===== config.mk =====
export PLATFORM = sky130hd
export DESIGN_NAME = sertx_frame_tx
export DESIGN_NICKNAME = d
export VERILOG_FILES = /design/src/rtl/sertx_pkg.sv /design/src/rtl/sertx_ctrl.sv /design/src/rtl/sertx_datapath.sv /design/src/rtl/sertx_frame_tx.sv
export SDC_FILE = /design/constraint.sdc
export NUM_CORES = 1
export LEC_CHECK = 0
export BUFFER_PORTS_ARGS = -buffer_cell sky130_fd_sc_hd__clkbuf_2
export CAP_MARGIN = 40
export CORE_MARGIN = 1.5
export CORE_UTILIZATION = 59
export CTS_BUF_LIST = sky130_fd_sc_hd__clkbuf_16
export CTS_CLUSTER_DIAMETER = 40
export DETAILED_ROUTE_END_ITERATION = 8
export GPL_TIMING_DRIVEN = 0
export PLACE_DENSITY = 0.8
export SYNTH_ARGS = -nofsm -noshare
export SYNTH_HDL_FRONTEND = slang
export SYNTH_SLANG_ARGS = --single-unit

===== constraint.sdc =====
create_clock -name clk -period 4.58 [get_ports clk]
set_input_delay 0.916 -clock clk [delete_from_list [all_inputs] [get_ports clk]]
set_output_delay 0.916 -clock clk [all_outputs]
set_load 0.05 [all_outputs]

===== src/rtl/sertx_pkg.sv =====
package sertx_pkg;

  // Strobes from the sequencing control to the datapath
  typedef struct packed {
    logic load;      // move held character into the shifter, start bit out
    logic shift;     // advance to the next bit of the frame
    logic busy;      // a frame is on the line
    logic gateOpen;  // enable set and clear-to-send asserted
  } txStrobes_t;

endpackage


===== src/rtl/sertx_ctrl.sv =====
module sertx_ctrl
  import sertx_pkg::*;
#(
  parameter int SYNC_STAGES = 2,
  parameter int MID_RATE    = 16,
  parameter int SLOW_RATE   = 64,
  parameter int DATA_W      = 8
) (
  input  logic       clk,
  input  logic       rst,
  input  logic       txClk,
  input  logic       txEnable,
  input  logic       ctsN,
  input  logic [1:0] cfgRate,
  input  logic [1:0] cfgStop,
  input  logic [1:0] cfgDataBits,
  input  logic       cfgParityEn,
  input  logic       holdPending,
  output txStrobes_t strobes,
  output logic       txEmpty
);

  localparam int LEN_W     = $clog2(2 * SLOW_RATE + 1);
  localparam int FRAME_MAX = DATA_W + 3;
  localparam int BITS_W    = $clog2(FRAME_MAX + 1);

  // Synchronizer plus one history flop for falling-edge detection
  logic [SYNC_STAGES:0] clkPipe;
  logic fallTick;

  always_ff @(posedge clk) begin
    if (rst) clkPipe <= '0;
    else     clkPipe <= {clkPipe[SYNC_STAGES-1:0], txClk};
  end

  assign fallTick = clkPipe[SYNC_STAGES] & ~clkPipe[SYNC_STAGES-1];

  // Per-frame timing selected from configuration
  logic [LEN_W-1:0]  unitSel, stopSel;
  logic [BITS_W-1:0] frameBitsSel;

  always_comb begin
    unique case (cfgRate)
      2'd0:    unitSel = LEN_W'(1);
      2'd1:    unitSel = LEN_W'(MID_RATE);
      default: unitSel = LEN_W'(SLOW_RATE);
    endcase
    unique case (cfgStop)
      2'd0:    stopSel = unitSel;
      2'd1:    stopSel = (cfgRate == 2'd0) ? LEN_W'(2) : unitSel + (unitSel >> 1);
      default: stopSel = unitSel << 1;
    endcase
    frameBitsSel = BITS_W'(DATA_W - 1) + BITS_W'(cfgDataBits) + BITS_W'(cfgParityEn);
  end

  // Frame sequencing state
  logic              busy;
  logic [LEN_W-1:0]  bitCnt, unitLen, stopLen, curLen;
  logic [BITS_W-1:0] bitsLeft;
  logic              lastBit, endBit, gateOpen, doLoad, doShift;

  assign lastBit  = (bitsLeft == BITS_W'(1));
  assign curLen   = lastBit ? stopLen : unitLen;
  assign endBit   = busy && fallTick && (bitCnt == curLen - LEN_W'(1));
  assign gateOpen = txEnable && !ctsN;
  assign doLoad   = fallTick && holdPending && (!busy || (endBit && lastBit));
  assign doShift  = endBit && !lastBit;

  always_ff @(posedge clk) begin
    if (rst) begin
      busy     <= 1'b0;
      bitCnt   <= '0;
      bitsLeft <= '0;
      unitLen  <= LEN_W'(1);
      stopLen  <= LEN_W'(1);
    end else if (doLoad) begin
      busy     <= 1'b1;
      bitCnt   <= '0;
      bitsLeft <= frameBitsSel;
      unitLen  <= unitSel;
      stopLen  <= stopSel;
    end else if (endBit) begin
      if (lastBit) busy <= 1'b0;
      bitCnt   <= '0;
      bitsLeft <= bitsLeft - BITS_W'(1);
    end else if (busy && fallTick) begin
      bitCnt <= bitCnt + LEN_W'(1);
    end
  end

  assign strobes.load     = doLoad;
  assign strobes.shift    = doShift;
  assign strobes.busy     = busy;
  assign strobes.gateOpen = gateOpen;
  assign txEmpty          = !busy && !holdPending;


  frame_end_chk: assert property (@(posedge clk) disable iff (rst)
    $fell(busy) |-> ($past(fallTick) && $past(bitsLeft) == BITS_W'(1)));


  bit_len_chk: assert property (@(posedge clk) disable iff (rst)
    busy |-> (bitCnt < curLen));

endmodule


===== src/rtl/sertx_datapath.sv =====
module sertx_datapath
  import sertx_pkg::*;
#(
  parameter int DATA_W = 8
) (
  input  logic              clk,
  input  logic              rst,
  input  txStrobes_t        strobes,
  input  logic              wrStrobe,
  input  logic [DATA_W-1:0] wrByte,
  input  logic [1:0]        cfgDataBits,
  input  logic              cfgParityEn,
  input  logic              cfgParityEven,
  input  logic              sendBreak,
  output logic              holdPending,
  output logic              txRdy,
  output logic              txd
);

  localparam int FRAME_W = DATA_W + 3;

  logic [DATA_W-1:0]  holdReg;
  logic               holdFull, holdGo;
  logic [FRAME_W-1:0] shReg, frameVec;
  logic [DATA_W-1:0]  maskedData;
  logic               parBit, lineBit;
  int                 nData;

  // Holding register and its commit flag
  always_ff @(posedge clk) begin
    if (rst) begin
      holdReg  <= '0;
      holdFull <= 1'b0;
      holdGo   <= 1'b0;
    end else begin
      if (wrStrobe) holdReg <= wrByte;
      holdFull <= wrStrobe | (holdFull & ~strobes.load);
      if (wrStrobe)          holdGo <= strobes.gateOpen;
      else if (strobes.load) holdGo <= 1'b0;
      else                   holdGo <= holdGo | (holdFull & strobes.gateOpen);
    end
  end

  assign holdPending = holdFull && (strobes.gateOpen || holdGo);
  assign txRdy       = !holdFull;

  // Whole frame assembled at load time, LSB leaves first
  always_comb begin
    nData = DATA_W - 3 + int'(cfgDataBits);
    for (int i = 0; i < DATA_W; i++) maskedData[i] = holdReg[i] & (i < nData);
    parBit = cfgParityEven ? ^maskedData : ~^maskedData;
    frameVec = '1;
    frameVec[0] = 1'b0;
    for (int i = 0; i < DATA_W; i++)
      if (i < nData) frameVec[i+1] = maskedData[i];
    for (int i = 1; i < FRAME_W; i++)
      if (cfgParityEn && i == nData + 1) frameVec[i] = parBit;
  end

  always_ff @(posedge clk) begin
    if (rst)                shReg <= '1;
    else if (strobes.load)  shReg <= frameVec;
    else if (strobes.shift) shReg <= {1'b1, shReg[FRAME_W-1:1]};
  end

  assign lineBit = strobes.busy ? shReg[0] : 1'b1;
  assign txd     = sendBreak ? 1'b0 : lineBit;


  wr_clears_rdy_chk: assert property (@(posedge clk) disable iff (rst)
    wrStrobe |=> !txRdy);


  line_step_chk: assert property (@(posedge clk) disable iff (rst)
    !$stable(lineBit) |-> $past(strobes.load || strobes.shift));


  load_gate_chk: assert property (@(posedge clk) disable iff (rst)
    strobes.load |-> holdPending);


  shift_busy_chk: assert property (@(posedge clk) disable iff (rst)
    strobes.shift |-> strobes.busy);

endmodule


===== src/rtl/sertx_frame_tx.sv =====
module sertx_frame_tx
  import sertx_pkg::*;
#(
  parameter int SYNC_STAGES = 2,
  parameter int MID_RATE    = 16,
  parameter int SLOW_RATE   = 64,
  parameter int DATA_W      = 8
) (
  input  logic              clk,
  input  logic              rst,
  input  logic              txClk,
  input  logic [1:0]        cfgDataBits,
  input  logic              cfgParityEn,
  input  logic              cfgParityEven,
  input  logic [1:0]        cfgStop,
  input  logic [1:0]        cfgRate,
  input  logic              txEnable,
  input  logic              ctsN,
  input  logic              sendBreak,
  input  logic              wrStrobe,
  input  logic [DATA_W-1:0] wrByte,
  output logic              txd,
  output logic              txRdy,
  output logic              txEmpty
);

  txStrobes_t strobes;
  logic       holdPending;

  sertx_ctrl #(
    .SYNC_STAGES(SYNC_STAGES), .MID_RATE(MID_RATE),
    .SLOW_RATE(SLOW_RATE), .DATA_W(DATA_W)
  ) i_ctrl (
    .clk(clk), .rst(rst), .txClk(txClk),
    .txEnable(txEnable), .ctsN(ctsN),
    .cfgRate(cfgRate), .cfgStop(cfgStop),
    .cfgDataBits(cfgDataBits), .cfgParityEn(cfgParityEn),
    .holdPending(holdPending), .strobes(strobes), .txEmpty(txEmpty)
  );

  sertx_datapath #(.DATA_W(DATA_W)) i_datapath (
    .clk(clk), .rst(rst), .strobes(strobes),
    .wrStrobe(wrStrobe), .wrByte(wrByte),
    .cfgDataBits(cfgDataBits), .cfgParityEn(cfgParityEn),
    .cfgParityEven(cfgParityEven), .sendBreak(sendBreak),
    .holdPending(holdPending), .txRdy(txRdy), .txd(txd)
  );

endmodule


==> flow_summary.toml, run 1 <==
[status]
status = "complete, no violations"

[route]
wirelength_mm = 6.15
drt_pass1_iterations = 4
wl_per_cell_um = 16.5
antenna_left = 0
vias_per_cell = 6.22
drt_iter0_markers = 225
via_count = 2325
drc = 0

[die]
design.die.area_um2 = 4830
fp.dieW_um = 69.5
pin_count = 26
core_um2 = 4120
num_rows = 23
initial_utilization = 0.634
die_h_um = 69.5

[logic_synthesis]
synth_edf_count = 0
ys_types = 52
synth_nets = 325
synth_top_area_share = 0.361
synth_ff_type = "dfxtp_1"
async_flop_share = 0
yosysTopAreaCell = "dfxtp_1"
syn_area_um2 = 2610
yosysWarnings = 0
synth_area_leaders = "dfxtp_1 (36%), mux2i_1 (5.8%), xnor2_1 (5.4%)"
syn-instance-count = 294
synth_area_per_cell_um2 = 8.87
ys_seq_area_frac = 0.361
synth_seq_cells = 47

[cts]
cts_setup_buffers = 0
root_buffer = "clkbuf_16"
clk_latency_ps = 290
cts_sinks = 47
cts_tree = "built"
cts-buffers-inserted = 5
h-tree-depth = 2
clk_path_buf_depth = 2
clk_pin_slew_worst_paths_ps = 60

[sta]
worst_clock_skew_ps = 4.00
setup_viol = 0
hold_violations = 0
period_share = 0.911
maxSlewHeadroom = 0.574
worst_pin_slew_ps = 639
finalCriticalPeriod_ps = 4170
rsz0062_at_grt = "false"
finalSetupTns_ps = 0
final_max_slew_viol_count = 0
setup_slack_ps = 410
fmax_mhz = 240

[place]
post-dp-hpwl_mm = 4.43
pre_cts_slack_ps = 312
gp_routability_congestion = 0.945
portBuffers = 22

[critical_path]
critical_path.max_fanout = 9
r2r-end = "i_ctrl.stopLen[0]"
crit_start = "i_ctrl.bitsLeft[0]"
critPathCaptureType = "flop"
timing.rr.start = "i_ctrl.bitsLeft[0]"
cp.required_ps = 4760
crit_end = "i_ctrl.stopLen[0]"
r2r_setup_slack_ps = 410
worst-setup-path-type = "reg -> reg"
ff2ff_path_depth = 11
worstSetupStartpointType = "flop"
cp.arrival_ps = 4350

[final_layout]
diodes = 0
final_layout_size_suffix_gt1_frac = 0.136
final_common_cell = "dfxtp_1"
mostFrequentLayoutCells = "dfxtp_1 (47), nor2_1 (24), clkbuf_2 (22)"
final_nets = 354
area_growth_pct = 12.3

[global_routing]
grt_pass1_vias = 2187
antenna_found_initial = 0
overflow = 0
grt_max_degree = 15
grt_pass1_wl_mm = 10.2
grtUsageTotal = 0.261

[hold_path]
hold_path.class = "reg -> reg"
holdPathStages = 1

[pwr]
power.total_uw = 868
vdd_drop_max_mv = 0.202
swShare = 0.249
pwr-share-seq = 0.487
p_sw_uw = 217
p_int_uw = 652
p_leak_uw = 0.00119
clockPowerShare = 0.409
pwr_density_cell_nw_per_um2 = 296
power.share.combinational = 0.104

[job]
cap_violations = 0
[cells in the mapped netlist, types with 4 or more instances]
cell type,number
dfxtp_1,47
nor2_1,24
xnor2_1,16
mux2i_1,15
nand2_1,15
a21oi_1,14
xor2_1,14
clkbuf_1,13
o21ai_0,12
inv_1,9
nor3_1,9
ha_1,8
nor2b_1,8
a221o_1,7
nor4_1,7
nand4_1,6
or3_1,6
a21o_1,5
and3_1,4
nand3_1,4
o211ai_1,4
[state kept, by name, summed over array words and instances, names as in the netlist]
name                 cells
i_datapath.holdFull      1
i_datapath.shReg        11
i_ctrl.clkPipe           3
i_datapath.holdGo        1
i_ctrl.bitCnt            8
i_ctrl.busy              1
i_ctrl.stopLen           7
i_ctrl.bitsLeft          4
i_ctrl.unitLen           3
i_datapath.holdReg       8
[area by class of cell]
class                   count  area [um2]
repair buffers             22         110
inverters                   9        33.8
fillers                   330        1190
clock buffers               5         125
multi-input cells         220        1560
plain buffers              18        77.6
clock inverters             3        16.3
flip-flops and latches     47         941
well taps                  50        62.6
[cells by family after synthesis]
family | after synthesis | synth area share
compound gates | 65 | 0.185
fa+ha+maj | 8 | 0.0384
xor+xnor | 30 | 0.101
mux | 16 | 0.0619
flops | 47 | 0.361
buf+inv | 27 | 0.0427
simple gates | 101 | 0.211
[worst max-delay path: stages, from the launching register on]
cell and delay (ps):
dfxtp_1 390, ha_1 180, or3b_4 400, mux2i_1 240, ha_1 270, nor4b_1 530, nand2_1 140, o221ai_1 240
a32oi_2 270, o41ai_4 690, nand2_2 300, a221o_1 410
[how the worst min path moves through the flow]
stage | startpoint | to
floorplan | i_ctrl.clkPipe[0] | i_ctrl.clkPipe[1]
global placement | i_ctrl.clkPipe[0] | i_ctrl.clkPipe[1]
detailed placement | i_ctrl.clkPipe[0] | i_ctrl.clkPipe[1]
CTS | i_ctrl.clkPipe[0] | i_ctrl.clkPipe[1]
global route | i_ctrl.clkPipe[0] | i_ctrl.clkPipe[1]
finish | i_ctrl.clkPipe[0] | i_ctrl.clkPipe[1]
[repair_timing]
item,in CTS,in global routing
gates resized for setup,0,1
hold buffers,0,0
setup endpoints to repair,0,8
[layer usage]
| layer | vias up | part of all wire | GRT usage |
|---|---|---|---|
| met5 | - | 0 | 0 |
| met4 | 0 | 0.026 | 0.115 |
| met3 | 16 | 0.078 | 0.0552 |
| met2 | 96 | 0.46 | 0.405 |
| met1 | 1085 | 0.43 | 0.348 |
| li1 | 1128 | - | - |
[power by group through the flow]
stage	registers (uW)	logic (uW)	clock network, uW
finish	423	90.3	355
global route	424	98.3	373
CTS	423	89.1	354
detailed placement	432	87.6	0
global placement	431	84.8	0
floorplan	430	62.6	0
[per-stage QoR]
step	instances	hold WS, ps	utilization	cell area (um2)
final	374	453	0.712	2930
after global placement	366	441	0.676	2780
after detailed placement	366	440	0.676	2780
after CTS	374	455	0.710	2920
after global routing	374	460	0.712	2930
after floorplan	294	414	-	2610
Note: power is estimated with default switching activity, not from simulation.
==> inputs of run 2 (changes only) <==
--- a/config.mk
+++ b/config.mk
@@ -5,6 +5,7 @@
 export SDC_FILE = /design/constraint.sdc
 export NUM_CORES = 1
 export LEC_CHECK = 0
+export ABC_AREA = 1
 export BUFFER_PORTS_ARGS = -buffer_cell sky130_fd_sc_hd__clkbuf_2
 export CAP_MARGIN = 40
 export CORE_MARGIN = 1.5
@@ -13,7 +14,7 @@
 export CTS_CLUSTER_DIAMETER = 40
 export DETAILED_ROUTE_END_ITERATION = 8
 export GPL_TIMING_DRIVEN = 0
-export PLACE_DENSITY = 0.8
+export PLACE_DENSITY = 0.79
 export SYNTH_ARGS = -nofsm -noshare
 export SYNTH_HDL_FRONTEND = slang
 export SYNTH_SLANG_ARGS = --single-unit
==> run 2 against run 1 <==
Against the previous run:
- first-iteration DRC count decreased by 30%
- largest power group is now clock
- area after synthesis increased by 4.9%
- synthesized cell count increased by 40%
- largest cell class unchanged
- setup slack improved by 950 ps
- clock power increased by 19%
- critical path type unchanged
==> flow_summary.toml, run 2 <==
[status]
status = "complete, no violations"

[critical_path]
crit_buf_inv = 2
crit_top_cell = "nand2_1"
critical_path.max_fanout = 9
path_cells = "inv_1 > ha_1 > nand2_4 > nand2_2 > nand2_1 > inv_1 > ha_1 > ha_1 > xor2_1 > nand2_1 > nor2_1 > nand3_1 > nor2_1 > nand2_1 > nor2_4 > nand3_2 > a21boi_2 > nand2_1 > nand2_1 > nand2_1"
cp_top_family = "simple AND/OR/NAND/NOR gates"
crit_slowest_cell = "a21boi_2"
cp.arrival_ps = 3380
worstSetupStartpointType = "flop"
cp.required_ps = 4740
critPathMaxStageDelay_ps = 420
critPathCaptureType = "flop"
worst-setup-path-type = "reg -> reg"

[sta]
period_share = 0.703
worst_clock_skew_ps = 4.20
final_max_slew_viol_count = 0
setup_slack_ps = 1360
finalCriticalPeriod_ps = 3220
setup_viol = 0
rsz0062_at_grt = "false"
finalSetupTns_ps = 0
maxSlewHeadroom = 0.611
worst_pin_slew_ps = 584
fmax_mhz = 311
hold_violations = 0

[logic_synthesis]
syn-instance-count = 411
synth_commonest_cells = "nand2_1 (98), inv_1 (57), nor2_1 (51)"
synth_seq_cells = 47
synth.most_common_cell = "nand2_1"
ys_seq_area_frac = 0.344
synth_area_leaders = "dfxtp_1 (34%), nand2_1 (13%), nand3_1 (9.1%)"
syn_area_um2 = 2740
synth_nets = 442
async_flop_share = 0
synth_ff_type = "dfxtp_1"
yosysWarnings = 0
synth_area_per_cell_um2 = 6.65
ys_types = 26
synth_edf_count = 0
synth_top_area_share = 0.344
yosysTopAreaCell = "dfxtp_1"

[final_layout]
fill_cells = 389
final_common_cell = "nand2_1"
mostFrequentLayoutCells = "nand2_1 (98), inv_1 (57), nor2_1 (51)"
final_layout_size_suffix_gt1_frac = 0.119
final_nets = 474
largestRegisters = "i_datapath.shReg x11, i_ctrl.bitCnt x8, i_datapath.holdReg x8"
largest_register_ffs = 11
diodes = 0
area_growth_pct = 13.2
regMostFlops = "i_datapath.shReg"

[route]
routed.top_layer = "met4"
met3WireLength_um = 217
drt_pass1_iterations = 4
wirelength_mm = 6.37
vias_per_cell = 5.29
drc = 0
wl_met2_mm = 3.14
drt-met1-wl_mm = 2.92
via_count = 2624
wl_per_cell_um = 12.8
drt_iter0_markers = 157
antenna_left = 0

[hold_path]
hold_path.class = "reg -> reg"

[place]
pre_cts_slack_ps = 1440
post-dp-hpwl_mm = 4.74
portBuffers = 25
gp_routability_congestion = 0.942

[pwr]
vdd_drop_max_mv = 0.238
p_leak_uw = 0.00147
pwr_density_cell_nw_per_um2 = 305

[die]
die_h_um = 71.1
core_um2 = 4410
pin_count = 26
num_rows = 24
initial_utilization = 0.620
fp.dieW_um = 71.1
design.die.area_um2 = 5050

[global_routing]
grt_pass1_wl_mm = 10.5
grt_pass1_vias = 2376
antenna_found_initial = 0
grtUsageTotal = 0.259
grt_max_degree = 17
overflow = 0

[cts]
clk_pin_slew_worst_paths_ps = 70
h-tree-depth = 2
cts_setup_buffers = 0
postCtsHoldBufs = 0
cts-buffers-inserted = 5
cts_resized = 0
clk_latency_ps = 290
cts_tree = "built"
root_buffer = "clkbuf_16"
cts_sinks = 47
clk_path_buf_depth = 2

[job]
cap_violations = 0
[run 2: worst paths after layout]
check                     startpoint                   end  slack, ps  cells past startpoint
setup reg to reg  i_ctrl.bitsLeft[1]  i_datapath.shReg[10]       1360                     20
hold reg to reg    i_ctrl.clkPipe[0]     i_ctrl.clkPipe[1]        410                      2
hold / removal     i_ctrl.clkPipe[0]     i_ctrl.clkPipe[1]        410                      2
setup / recovery  i_ctrl.bitsLeft[1]  i_datapath.shReg[10]       1360                     20
[run 2: worst min-delay path, delay by kind of cell, from the launching register on]
kind,cells,cell delay (ps)
buffers and inverters,1,40
and+or+nand+nor,1,30
DFF,1,300
[run 2: area by class of cell]
class	instances	area (um2)	share of cell area
Multi-Input combinational cell	296	1520	0.490
Tap cell	52	65.1	0.0210
Clock inverter	3	46.3	0.0149
Clock buffer	5	125	0.0404
Inverter	57	214	0.0691
Timing Repair Buffer	25	125	0.0404
Sequential cell	47	941	0.304
Buffer	11	63.8	0.0206
[run 2: cell families after synthesis]
logic type	share of synthesized area
AO/OA/AOI/OAI	0.0741
XOR/XNOR	0.0608
adder cells (fa/ha/maj)	0.0366
buffers and inverters	0.102
flip-flops	0.344
AND/OR/NAND/NOR	0.383
[run 2: report_power, final]
part / switching [uW] / internal (uW) / total, uW
clock: 165 / 260 / 424
sequential: 6.22 / 417 / 423
combinational: 63.1 / 34.6 / 97.6
[run 2: per-layer routing]
| metal | GRT usage | vias up |
|---|---|---|
| li1 | - | 1360 |
| met1 | 0.328 | 1196 |
| met2 | 0.458 | 58 |
| met3 | 0.0399 | 10 |
| met4 | 0.0671 | 0 |
| met5 | 0 | - |
[run 2: stage by stage]
stage / hold slack (ps) / power (uW) / area (um2) / util / instances
2_1_floorplan: 388 / 498 / 2740 / - / 411
3_3_place_gp: 405 / 525 / 2930 / 0.663 / 488
3_5_place_dp: 401 / 528 / 2930 / 0.663 / 488
4_1_cts: 411 / 947 / 3100 / 0.702 / 496
5_1_grt: 424 / 978 / 3100 / 0.702 / 496
6_report: 408 / 945 / 3100 / 0.702 / 496
==> inputs of run 3 (changes only) <==
--- a/config.mk
+++ b/config.mk
@@ -5,7 +5,7 @@
 export SDC_FILE = /design/constraint.sdc
 export NUM_CORES = 1
 export LEC_CHECK = 0
-export ABC_AREA = 1
+export ABC_AREA = 0
 export BUFFER_PORTS_ARGS = -buffer_cell sky130_fd_sc_hd__clkbuf_2
 export CAP_MARGIN = 40
 export CORE_MARGIN = 1.5
@@ -14,7 +14,7 @@
 export CTS_CLUSTER_DIAMETER = 40
 export DETAILED_ROUTE_END_ITERATION = 8
 export GPL_TIMING_DRIVEN = 0
-export PLACE_DENSITY = 0.79
+export PLACE_DENSITY = 0.8
 export SYNTH_ARGS = -nofsm -noshare
 export SYNTH_HDL_FRONTEND = slang
 export SYNTH_SLANG_ARGS = --single-unit
==> constraint.sdc (replaced) <==
create_clock -name clk -period 3 [get_ports clk]
set_input_delay 0.6 -clock clk [delete_from_list [all_inputs] [get_ports clk]]
set_output_delay 0.6 -clock clk [all_outputs]
set_load 0.05 [all_outputs]
==> run 3 against run 2 <==
Against the previous run:
- the flow now finishes with violations (setup timing)
- setup slack lost 1900 ps
- critical path depth shrank 7
- register-to-register slack lost 1900 ps
- worst hold slack gained 44 ps
- sequential cell count is the same
- via count shrank 0.95%
==> flow_summary.toml, run 3 (synthesis results as in run 1) <==
[hold_path]
worstHoldStart = "i_ctrl.clkPipe[0]"
min_to = "i_ctrl.clkPipe[1]"
holdPathStages = 1
hold_path.class = "reg -> reg"

[sta]
final_max_slew_viol_count = 0
finalCriticalPeriod_ps = 3550
worst_pin_slew_ps = 841
worst_clock_skew_ps = 3.62
rsz0062_at_grt = "true"
setup_slack_ps = -549
maxSlewHeadroom = 0.439
fmax_mhz = 282
setup_viol = 36
hold_violations = 0
period_share = 1.18

[global_routing]
grt_max_degree = 14
antenna_found_initial = 0
overflow = 0
grt_pass1_wl_mm = 11.4
grtUsageTotal = 0.292
grt_pass1_vias = 2380

[place]
portBuffers = 22
gp_routability_congestion = 0.819
post-dp-hpwl_mm = 4.44
pre_cts_slack_ps = -883

[pwr]
pwr_density_cell_nw_per_um2 = 387
p_leak_uw = 0.00136
vdd_drop_max_mv = 0.338
power.total_uw = 1330

[route]
drc = 0
drt_iter0_markers = 254
drt_pass1_iterations = 7
wl_per_cell_um = 19.2
wirelength_mm = 7.62
via_count = 2599
antenna_left = 0
vias_per_cell = 6.55

[critical_path]
critPathMaxStageDelay_ps = 420
cp.arrival_ps = 3720
ff2ff_path_depth = 13
cp_top_family = "simple AND/OR/NAND/NOR gates"
r2r-end = "i_datapath.shReg[1]"
critical_path.max_fanout = 6
r2r_setup_slack_ps = -550
crit_slowest_cell = "or3b_4"
worstSetupStartpointType = "flop"
worst-setup-path-type = "reg -> reg"
crit_buf_inv = 2
crit_top_cell = "ha_4"
critPathCaptureType = "flop"
path_cells = "inv_2 > ha_4 > or3b_4 > mux2i_4 > ha_4 > nor4b_4 > nor3_1 > or3_1 > a32oi_4 > o41a_1 > buf_4 > nor2_4 > a221o_1"
timing.rr.start = "i_ctrl.bitsLeft[1]"
cp.required_ps = 3170

[die]
core_um2 = 4120
die_h_um = 69.5
num_rows = 23
initial_utilization = 0.634
design.die.area_um2 = 4830
fp.dieW_um = 69.5
pin_count = 26

[final_layout]
area_growth_pct = 31.5
fill_cells = 238
mostFrequentLayoutCells = "dfxtp_1 (45), nor2_1 (24), clkbuf_2 (23)"
diodes = 0
largestRegisters = "i_datapath.shReg x11, i_ctrl.bitCnt x8, i_datapath.holdReg x8"
regMostFlops = "i_datapath.shReg"
final_nets = 377
final_layout_size_suffix_gt1_frac = 0.274
largest_register_ffs = 11
final_common_cell = "dfxtp_1"

[cts]
h-tree-depth = 2
clk_pin_slew_worst_paths_ps = 60
cts-buffers-inserted = 5
root_buffer = "clkbuf_16"
clk_path_buf_depth = 2
cts_sinks = 47
cts_tree = "built"
clk_latency_ps = 280

[status]
violations = "setup timing"
status = "complete, but fails checks"

[job]
cap_violations = 0
run 3: what timing repair did:
item / CTS / global route
gates cloned: 1 / 1
resized for setup: 25 / 33
endpoints found under the setup margin: 36 / 36
setup buffers: 13 / 9
hold buffers: 0 / 0
pin swaps: 9 / 11
run 3: per-layer routing:
layer / wire length, um / up-vias / GRT usage
li1: - / 1177 / -
met1: 3170 / 1239 / 0.396
met2: 3520 / 144 / 0.455
met3: 632 / 39 / 0.0640
met4: 297 / 0 / 0.113
met5: 0 / - / 0
run 3: worst max path at each step:
stage | cells past startpoint | slack (ps) | end | startpoint
final | 13 | -550 | i_datapath.shReg[1] | i_ctrl.bitsLeft[1]
after global routing | 13 | -650 | i_datapath.shReg[1] | i_ctrl.bitsLeft[1]
after CTS | 14 | -480 | i_ctrl.bitCnt[7] | i_ctrl.bitsLeft[1]
after detailed placement | 13 | -880 | i_ctrl.stopLen[0] | i_ctrl.bitsLeft[1]
after global placement | 13 | -860 | i_ctrl.stopLen[0] | i_ctrl.bitsLeft[1]
after floorplan | 13 | -480 | i_ctrl.stopLen[0] | i_ctrl.bitsLeft[1]
run 3: area by class of cell:
| type | count | area, um2 | share of cell area |
|---|---|---|---|
| well taps | 50 | 62.6 | 0.0182 |
| clock buffers | 5 | 125 | 0.0365 |
| plain buffers | 17 | 93.8 | 0.0274 |
| inverters | 9 | 33.8 | 0.00985 |
| clock inverters | 3 | 11.3 | 0.00328 |
| repair buffers | 45 | 335 | 0.0978 |
| multi-input cells | 221 | 1820 | 0.531 |
| flip-flops and latches | 47 | 946 | 0.276 |
run 3: metrics by stage:
stage / area, um2 / TNS [ps] / cells / utilization / hold WS (ps)
after floorplan: 2710 / -11630 / 294 / - / 414
after global placement: 2880 / -24240 / 366 / 0.699 / 421
after detailed placement: 2880 / -25530 / 366 / 0.699 / 433
after CTS: 3240 / -15160 / 388 / 0.787 / 455
after global routing: 3430 / -20930 / 397 / 0.833 / 487
final: 3430 / -16830 / 397 / 0.833 / 452
run 3: power by group:
group	internal, uW	switching [uW]	leakage [uW]
clock network	300	224	0.0000701
registers	635	9.84	0.000383
logic	62.2	95.4	0.000904
